$ cat src/rtl/spi_regmem_pkg.sv
package spi_regmem_pkg;
  localparam logic [7:0] OP_WRITE = 8'h02;
  localparam logic [7:0] OP_READ  = 8'h03;
  localparam int CTRL_W = 3;
  localparam int CTRL_N = 1 << CTRL_W;
  localparam int DAC_W  = 12;

  typedef enum logic [2:0] {PH_CMD, PH_ADDR, PH_WRITE, PH_READ, PH_SKIP} phase_t;

  // Writable bits of each control byte; zero bits are reserved.
  function automatic logic [7:0] ctrl_mask(input logic [CTRL_W-1:0] idx);
    case (idx)
      3'd0, 3'd4: ctrl_mask = 8'hFF;
      3'd1, 3'd5: ctrl_mask = 8'hF0;
      default:    ctrl_mask = 8'h00;
    endcase
  endfunction

  function automatic logic [7:0] ctrl_reset(input logic [CTRL_W-1:0] idx);
    ctrl_reset = (idx == 3'd4) ? 8'h84 : 8'h00;
  endfunction
endpackage

$ cat src/rtl/spi_regmem_link.sv
module spi_regmem_link #(
  parameter int SYNC_STAGES = 2
) (
  input  logic       clk,
  input  logic       rst,
  input  logic       cs_n,
  input  logic       sck,
  input  logic       sdi,
  input  logic       shift_en_n,
  input  logic       tx_load,
  input  logic [7:0] tx_byte,
  output logic       cs_fall,
  output logic       cs_rise,
  output logic       byte_done,
  output logic [7:0] rx_byte,
  output logic       sdo
);
  logic [SYNC_STAGES-1:0] cs_sr, sck_sr, sdi_sr, en_sr;
  logic cs_s, sck_s, sdi_s, hold_s, cs_q, sck_q, armed, take;
  logic [2:0] bit_cnt;
  logic [7:0] txr;

  assign cs_s    = cs_sr[SYNC_STAGES-1];
  assign sck_s   = sck_sr[SYNC_STAGES-1];
  assign sdi_s   = sdi_sr[SYNC_STAGES-1];
  assign hold_s  = en_sr[SYNC_STAGES-1];
  assign take    = sck_s & ~sck_q & ~cs_s & ~hold_s;
  assign cs_fall = ~cs_s & cs_q;
  assign cs_rise = cs_s & ~cs_q;

  always_ff @(posedge clk) begin
    if (rst) begin
      cs_sr  <= '1;
      sck_sr <= '0;
      sdi_sr <= '0;
      en_sr  <= '1;
    end else begin
      cs_sr  <= {cs_sr[SYNC_STAGES-2:0], cs_n};
      sck_sr <= {sck_sr[SYNC_STAGES-2:0], sck};
      sdi_sr <= {sdi_sr[SYNC_STAGES-2:0], sdi};
      en_sr  <= {en_sr[SYNC_STAGES-2:0], shift_en_n};
    end
  end

  always_ff @(posedge clk) begin
    if (rst) begin
      cs_q <= 1'b1;
      sck_q <= 1'b0;
      bit_cnt <= '0;
      rx_byte <= '0;
      byte_done <= 1'b0;
      armed <= 1'b0;
      txr <= '0;
      sdo <= 1'b0;
    end else begin
      cs_q <= cs_s;
      sck_q <= sck_s;
      byte_done <= 1'b0;
      if (cs_s) begin
        bit_cnt <= '0;
        armed <= 1'b0;
        txr <= '0;
        sdo <= 1'b0;
      end else begin
        if (take) begin
          rx_byte <= {rx_byte[6:0], sdi_s};
          bit_cnt <= bit_cnt + 3'd1;
          armed <= 1'b1;
          byte_done <= (bit_cnt == 3'd7);
        end
        if (tx_load) begin
          txr <= tx_byte;
        end else if (~sck_s && sck_q && armed) begin
          sdo <= txr[7];
          txr <= {txr[6:0], 1'b0};
          armed <= 1'b0;
        end
      end
    end
  end

  assert_sdo_idle_R3: assert property (@(posedge clk) disable iff (rst) cs_s |=> !sdo);
  assert_hold_R2: assert property (@(posedge clk) disable iff (rst) !take |=> $stable(rx_byte));
endmodule

$ cat src/rtl/spi_regmem_ctrl.sv
module spi_regmem_ctrl
  import spi_regmem_pkg::*;
#(
  parameter int ADDR_W = 6,
  parameter int PAGE_W = 3
) (
  input  logic              clk,
  input  logic              rst,
  input  logic              cs_fall,
  input  logic              cs_rise,
  input  logic              byte_done,
  input  logic [7:0]        rx_byte,
  input  logic [7:0]        rd_data,
  output logic              tx_load,
  output logic [7:0]        tx_byte,
  output logic              rd_en,
  output logic [ADDR_W-1:0] rd_addr,
  output logic              wr_en,
  output logic [ADDR_W-1:0] wr_addr,
  output logic [7:0]        wr_data
);
  localparam int PAGE_N = 1 << PAGE_W;

  phase_t phase;
  logic op_wr, committing;
  logic [ADDR_W-1:0] ptr;
  logic [ADDR_W-PAGE_W-1:0] page_q;
  logic [PAGE_W-1:0] slot, cidx;
  logic [PAGE_N-1:0] pvalid;
  logic [7:0] pbuf [PAGE_N];
  logic edge_free;

  assign edge_free = ~cs_fall & ~cs_rise;
  assign rd_en   = edge_free & byte_done &
                   ((phase == PH_ADDR && !op_wr) || phase == PH_READ);
  assign rd_addr = (phase == PH_ADDR) ? rx_byte[ADDR_W-1:0] : ptr;
  assign tx_byte = rd_data;
  assign wr_en   = committing & pvalid[cidx];
  assign wr_addr = {page_q, cidx};
  assign wr_data = pbuf[cidx];

  always_ff @(posedge clk) begin
    if (rst) begin
      phase <= PH_CMD;
      op_wr <= 1'b0;
      ptr <= '0;
      page_q <= '0;
      slot <= '0;
      pvalid <= '0;
      committing <= 1'b0;
      cidx <= '0;
      tx_load <= 1'b0;
    end else begin
      tx_load <= rd_en;
      if (committing) begin
        cidx <= cidx + 1'b1;
        if (cidx == PAGE_W'(PAGE_N - 1)) committing <= 1'b0;
      end
      if (cs_fall) begin
        phase <= PH_CMD;
        pvalid <= '0;
      end else if (cs_rise) begin
        if (phase == PH_WRITE && |pvalid) begin
          committing <= 1'b1;
          cidx <= '0;
        end
        phase <= PH_CMD;
      end else if (byte_done) begin
        case (phase)
          PH_CMD: begin
            op_wr <= (rx_byte == OP_WRITE);
            phase <= (rx_byte == OP_WRITE || rx_byte == OP_READ) ? PH_ADDR : PH_SKIP;
          end
          PH_ADDR: begin
            page_q <= rx_byte[ADDR_W-1:PAGE_W];
            slot <= rx_byte[PAGE_W-1:0];
            pvalid <= '0;
            ptr <= rx_byte[ADDR_W-1:0] + ADDR_W'(1);
            phase <= op_wr ? PH_WRITE : PH_READ;
          end
          PH_WRITE: begin
            pbuf[slot] <= rx_byte;
            pvalid[slot] <= 1'b1;
            slot <= slot + 1'b1;
          end
          PH_READ: ptr <= ptr + ADDR_W'(1);
          default: ;
        endcase
      end
    end
  end

  assert_skip_R4: assert property (@(posedge clk) disable iff (rst)
    (phase == PH_SKIP && edge_free) |=> phase == PH_SKIP);
  assert_commit_R7: assert property (@(posedge clk) disable iff (rst)
    wr_en |-> (phase == PH_CMD || phase == PH_SKIP || phase == PH_ADDR));
  assert_wrap_R5: assert property (@(posedge clk) disable iff (rst)
    (byte_done && edge_free && phase == PH_READ && ptr == '1) |=> ptr == '0);
endmodule

$ cat src/rtl/spi_regmem_store.sv
module spi_regmem_store
  import spi_regmem_pkg::*;
#(
  parameter int ADDR_W = 6
) (
  input  logic              clk,
  input  logic              rst,
  input  logic              rd_en,
  input  logic [ADDR_W-1:0] rd_addr,
  output logic [7:0]        rd_data,
  input  logic              wr_en,
  input  logic [ADDR_W-1:0] wr_addr,
  input  logic [7:0]        wr_data,
  output logic [DAC_W-1:0]  dac_code
);
  localparam int DEPTH = 1 << ADDR_W;
  localparam int GP_N  = DEPTH - CTRL_N;
  localparam logic [ADDR_W-1:0] CTRL_BASE = ADDR_W'(GP_N);

  logic [7:0] ram [GP_N];
  logic [7:0] creg [CTRL_N];
  logic [8*CTRL_N-1:0] creg_flat;
  logic [7:0] ram_q, ctrl_q;
  logic sel_ctrl_q, wr_ctrl, rd_ctrl;

  assign wr_ctrl = (wr_addr >= CTRL_BASE);
  assign rd_ctrl = (rd_addr >= CTRL_BASE);

  for (genvar g = 0; g < CTRL_N; g++) begin : g_flat
    assign creg_flat[8*g +: 8] = creg[g];
  end

  // general-purpose area: plain RAM, no reset
  always_ff @(posedge clk) begin
    if (wr_en && !wr_ctrl) ram[wr_addr] <= wr_data;
    if (rd_en) ram_q <= ram[rd_addr];
  end

  always_ff @(posedge clk) begin
    if (rst) begin
      for (int i = 0; i < CTRL_N; i++) creg[i] <= ctrl_reset(CTRL_W'(i));
      ctrl_q <= '0;
      sel_ctrl_q <= 1'b0;
    end else begin
      if (wr_en && wr_ctrl)
        creg[wr_addr[CTRL_W-1:0]] <= wr_data & ctrl_mask(wr_addr[CTRL_W-1:0]);
      if (rd_en) begin
        sel_ctrl_q <= rd_ctrl;
        ctrl_q <= creg[rd_addr[CTRL_W-1:0]] & ctrl_mask(rd_addr[CTRL_W-1:0]);
      end
    end
  end

  assign rd_data  = sel_ctrl_q ? ctrl_q : ram_q;
  assign dac_code = {creg[0], creg[1][7:4]};

  assert_rsvd_reg_R8: assert property (@(posedge clk) disable iff (rst)
    (wr_en && wr_ctrl && ctrl_mask(wr_addr[CTRL_W-1:0]) == 8'h00) |=> $stable(creg_flat));
  assert_rsvd_bits_R9: assert property (@(posedge clk) disable iff (rst)
    (rd_en && rd_addr == CTRL_BASE + ADDR_W'(1)) |=> rd_data[3:0] == 4'h0);
  assert_dac_hi_R10: assert property (@(posedge clk) disable iff (rst)
    (wr_en && wr_addr == CTRL_BASE) |=> dac_code[DAC_W-1:4] == $past(wr_data));
endmodule

$ cat src/rtl/spi_regmem.sv
module spi_regmem
  import spi_regmem_pkg::*;
#(
  parameter int ADDR_W      = 6,
  parameter int PAGE_W      = 3,
  parameter int SYNC_STAGES = 2
) (
  input  logic             clk,
  input  logic             rst,
  input  logic             cs_n,
  input  logic             sck,
  input  logic             sdi,
  input  logic             shift_en_n,
  output logic             sdo,
  output logic [DAC_W-1:0] dac_code
);
  logic cs_fall, cs_rise, byte_done, tx_load, rd_en, wr_en;
  logic [7:0] rx_byte, tx_byte, rd_data, wr_data;
  logic [ADDR_W-1:0] rd_addr, wr_addr;

  spi_regmem_link #(.SYNC_STAGES(SYNC_STAGES)) u_link (
    .clk(clk), .rst(rst), .cs_n(cs_n), .sck(sck), .sdi(sdi), .shift_en_n(shift_en_n),
    .tx_load(tx_load), .tx_byte(tx_byte), .cs_fall(cs_fall), .cs_rise(cs_rise),
    .byte_done(byte_done), .rx_byte(rx_byte), .sdo(sdo));

  spi_regmem_ctrl #(.ADDR_W(ADDR_W), .PAGE_W(PAGE_W)) u_ctrl (
    .clk(clk), .rst(rst), .cs_fall(cs_fall), .cs_rise(cs_rise), .byte_done(byte_done),
    .rx_byte(rx_byte), .rd_data(rd_data), .tx_load(tx_load), .tx_byte(tx_byte),
    .rd_en(rd_en), .rd_addr(rd_addr), .wr_en(wr_en), .wr_addr(wr_addr), .wr_data(wr_data));

  spi_regmem_store #(.ADDR_W(ADDR_W)) u_store (
    .clk(clk), .rst(rst), .rd_en(rd_en), .rd_addr(rd_addr), .rd_data(rd_data),
    .wr_en(wr_en), .wr_addr(wr_addr), .wr_data(wr_data), .dac_code(dac_code));
endmodule

$ cat config.mk
export PLATFORM = sky130hd
export DESIGN_NAME = spi_regmem
export DESIGN_NICKNAME = d
export VERILOG_FILES = /design/src/rtl/spi_regmem_pkg.sv /design/src/rtl/spi_regmem_link.sv /design/src/rtl/spi_regmem_ctrl.sv /design/src/rtl/spi_regmem_store.sv /design/src/rtl/spi_regmem.sv
export SDC_FILE = /design/constraint.sdc
export NUM_CORES = 1
export LEC_CHECK = 0
export ABC_AREA = 0
export BUFFER_PORTS_ARGS = -buffer_cell sky130_fd_sc_hd__buf_4
export CORE_MARGIN = 2
export CORE_UTILIZATION = 63
export CTS_BUF_LIST = sky130_fd_sc_hd__clkbuf_4 sky130_fd_sc_hd__clkbuf_8 sky130_fd_sc_hd__clkbuf_16
export DETAILED_ROUTE_END_ITERATION = 10
export PLACE_DENSITY = 0.79
export SYNTH_ARGS = -nofsm -noshare
export SYNTH_HDL_FRONTEND = slang
export SYNTH_HIERARCHICAL = 1
export SYNTH_SLANG_ARGS = --single-unit
$ cat constraint.sdc
create_clock -name clk -period 3.75 [get_ports clk]
set_clock_uncertainty 0.15 [all_clocks]
set_input_delay 0.75 -clock clk [delete_from_list [all_inputs] [get_ports clk]]
set_output_delay 0.75 -clock clk [all_outputs]
set_load 0.03 [all_outputs]
==> summary.txt <==
Element type at the critical path end = register
Pre-antenna DRT Iters = 6
Clock buffer depth = 3
Initial DRC count = 1823
Setup TNS = 0 ns
Worst Path Max Fanout = 30
Startpoint class of the critical path = register
Seq/Total Area, Yosys = 0.718
GRT Total Usage = 0.285
Pwr Density = 479 nW/um^2
Pint = 10.8 mW
Placed cell area = 25900 sq um
Reg power frac = 0.552
Grt total ovfl = 0
Reg clk slew, reported paths = 0.06 ns
Die extent in y = 202 um
Met2 WL post-DR = 27600 um
Worst hold endpoint = u_link/en_sr[0]
Starting Density = 0.639
Post-synth EDFFs = 544
Die area = 40800 sq um
Mapped Area = 24700 sq um
Post-synthesis register bit count = 614
Hold_sp = shift_en_n
# DRC = 0
# resized after CTS = 0
Total of max-cap violations = 0
Placer Congestion = 0.882
Unique masters post-synth = 66
Cell area after layout = 27800 sq um
Clk pwr share = 0.443
Commonest non-fill, non-tap cell in the layout = edfxtp_1
Root Buffer = clkbuf_16
Layout cell share with drive strength beyond 1 = 0.267
Sw Share = 0.187
Routed met1 length = 21700 um
R2r setup slk = 0.30 ns
Async set-reset flop share out of synthesis = 0
Port bufs = 18
Clock Sinks = 614
Hold Vio Cnt, Final = 0
Detail Route Antenna Nets = 0
CTS H-Tree Depth = 2
Comb pwr share = 0.004
Worst vdd ir = 397 uV
Final worst path period share = 0.921
Post-Synthesis Cells = 1405
Final nets = 1508
CP arrival = 3.65 ns
Sw Pwr = 2.48 mW
P_leak = 8.79 nW
Syn_area_per_cell = 17.6 sq um
Hold buffer count at cts = 0
Commonest non-fill, non-tap cells in the layout = edfxtp_1, mux4_2, buf_4
Minimum clock period = 3.45 ns
Final wirelength = 57000 um
CP required = 3.94 ns
Core ar. = 38600 sq um
Highest Signal Layer = met4
Vias/cell = 6.62
Worst min path class = input pin to register
CTS tree = done
RSZ-0062 raised after global routing = no
R2R Path Start = u_ctrl/phase[0]
Warnings from Yosys = 6
Area grow syn2layout = 12.5%
Worst Tran Pin Value = 1.29 ns
Met3 WL = 6070 um
Row count = 72
Vias = 13.7k
Slew Viols, Final = 0
Vias in the first global route = 13.4k
Largest net degree at the start of global routing = 59
Setup bufs post-CTS = 0
Hold path cells = 2
DIE WIDTH = 202 um
Maximum clock rate = 290 MHz
CTS Buf Count = 58
R2R depth = 8
Post-Syn Nets = 1417
Routed wire per std cell = 27.6 um
Main synth FF type = edfxtp_1
FF-to-FF End = u_store/ram_q[4]
Final setup viols = 0
I/O pin cnt = 19
Slew HR = 0.142
Run status = complete, no violations
Worst-skew pair later-pin latency = 0.61 ns
Antenna violations before repair = 2
Post-DP HPWL = 34700 um
First-pass GRT wire length = 84700 um
CP Class = register to register
## worst max-delay path by stage
stage,end,from,slack (ns)
detailed placement,u_store/ram_q[4],u_ctrl/phase[0],0.34
global placement,u_store/ram_q[4],u_ctrl/phase[0],0.39
finish,u_store/ram_q[4],u_ctrl/phase[0],0.30
CTS,u_store/ram_q[4],u_ctrl/phase[0],0.33
floorplan,u_store/ram_q[1],u_ctrl/phase[0],0.38
global route,u_store/ram_q[4],u_ctrl/phase[0],0.12
## cell families after synthesis
kind of cell / Yosys count / share of synthesized area
xor gates and xnor gates: 3 / 0.00106
adders and majority gates: 6 / 0.00304
buffers and inverters: 104 / 0.0229
AOI/OAI and AO/OA: 111 / 0.0285
DFF: 614 / 0.718
and+or+nand+nor: 375 / 0.0763
muxes: 192 / 0.150
## registers in the layout (all words and copies together), names as in the netlist, 3 cells and up
name and count:
u_ctrl/pbuf 64, u_ctrl/ptr 6, u_store/ram 448, u_ctrl/phase 3, u_ctrl/page_q 3, u_ctrl/slot 3, u_link/txr 8, u_ctrl/pvalid 8
u_ctrl/cidx 3, u_store/ctrl_q 8, u_store/creg 24, u_link/bit_cnt 3, u_store/ram_q 8, u_link/rx_byte 8
## cells in the mapped netlist, drive strengths merged (6+ instances only)
master	n	area share
a21oi	54	0.011
a221oi	7	0.0025
a22oi	8	0.0026
a31oi	15	0.0038
and2	8	0.0020
buf	60	0.016
clkbuf	31	0.0047
dfxtp	70	0.057
edfxtp	544	0.66
ha	6	0.0030
inv	12	0.0018
mux2	32	0.015
mux2i	20	0.0081
mux4	140	0.13
nand2	88	0.013
nand2b	22	0.0056
nand3	33	0.0067
nand3b	6	0.0018
nand4	7	0.0018
nor2	111	0.017
nor2b	29	0.0073
nor3	15	0.0034
nor3b	9	0.0029
nor4	6	0.0015
or2	8	0.0020
or3	6	0.0015
or3b	9	0.0032
## metal layers
| layer | vias up | track usage |
|---|---|---|
| li1 | 5720 | - |
| met1 | 6931 | 0.412 |
| met2 | 893 | 0.451 |
| met3 | 113 | 0.0566 |
| met4 | 0 | 0.0851 |
| met5 | - | 0 |
## critical path, stage by stage, from the launching register on
cell and delay (ns):
dfxtp_1 0.48, nor3b_2 0.22, buf_4 0.23, mux2_8 0.39
buf_12 0.29, mux4_2 0.54, mux4_2 0.49, nor3b_1 0.26
nor4_1 0.10
## stage by stage
| step | cells | hold slack [ns] | utilization | power, mW | setup slack [ns] |
|---|---|---|---|---|---|
| final | 2063 | 0.181 | 0.719 | 13.3 | 0.296 |
| after global placement | 1954 | 0.251 | 0.669 | 7.55 | 0.395 |
| after CTS | 2062 | 0.157 | 0.719 | 13.4 | 0.330 |
| after detailed placement | 1954 | 0.247 | 0.669 | 7.55 | 0.341 |
| after floorplan | 1405 | 0.239 | - | 7.53 | 0.381 |
| after global routing | 2062 | 0.171 | 0.719 | 13.6 | 0.123 |
## power by group through the flow
stage               Sequential (mW)  Combinational (mW)  Clock [mW]
floorplan                      7.50              0.0307           0
global placement               7.50              0.0540           0
detailed placement             7.50              0.0549           0
CTS                            7.35              0.0554        5.96
global route                   7.35              0.0587        6.22
finish                         7.35              0.0560        5.90
## cell type report
class | count | area (sq um)
Multi-Input combinational cell | 687 | 6430
Fill cell | 2193 | 10800
Sequential cell | 614 | 17700
Clock buffer | 75 | 1630
Clock inverter | 33 | 310
Antenna cell | 1 | 2.50
Timing Repair Buffer | 122 | 991
Tap cell | 518 | 648
Inverter | 13 | 48.8
(Power assumes the default switching activity.)
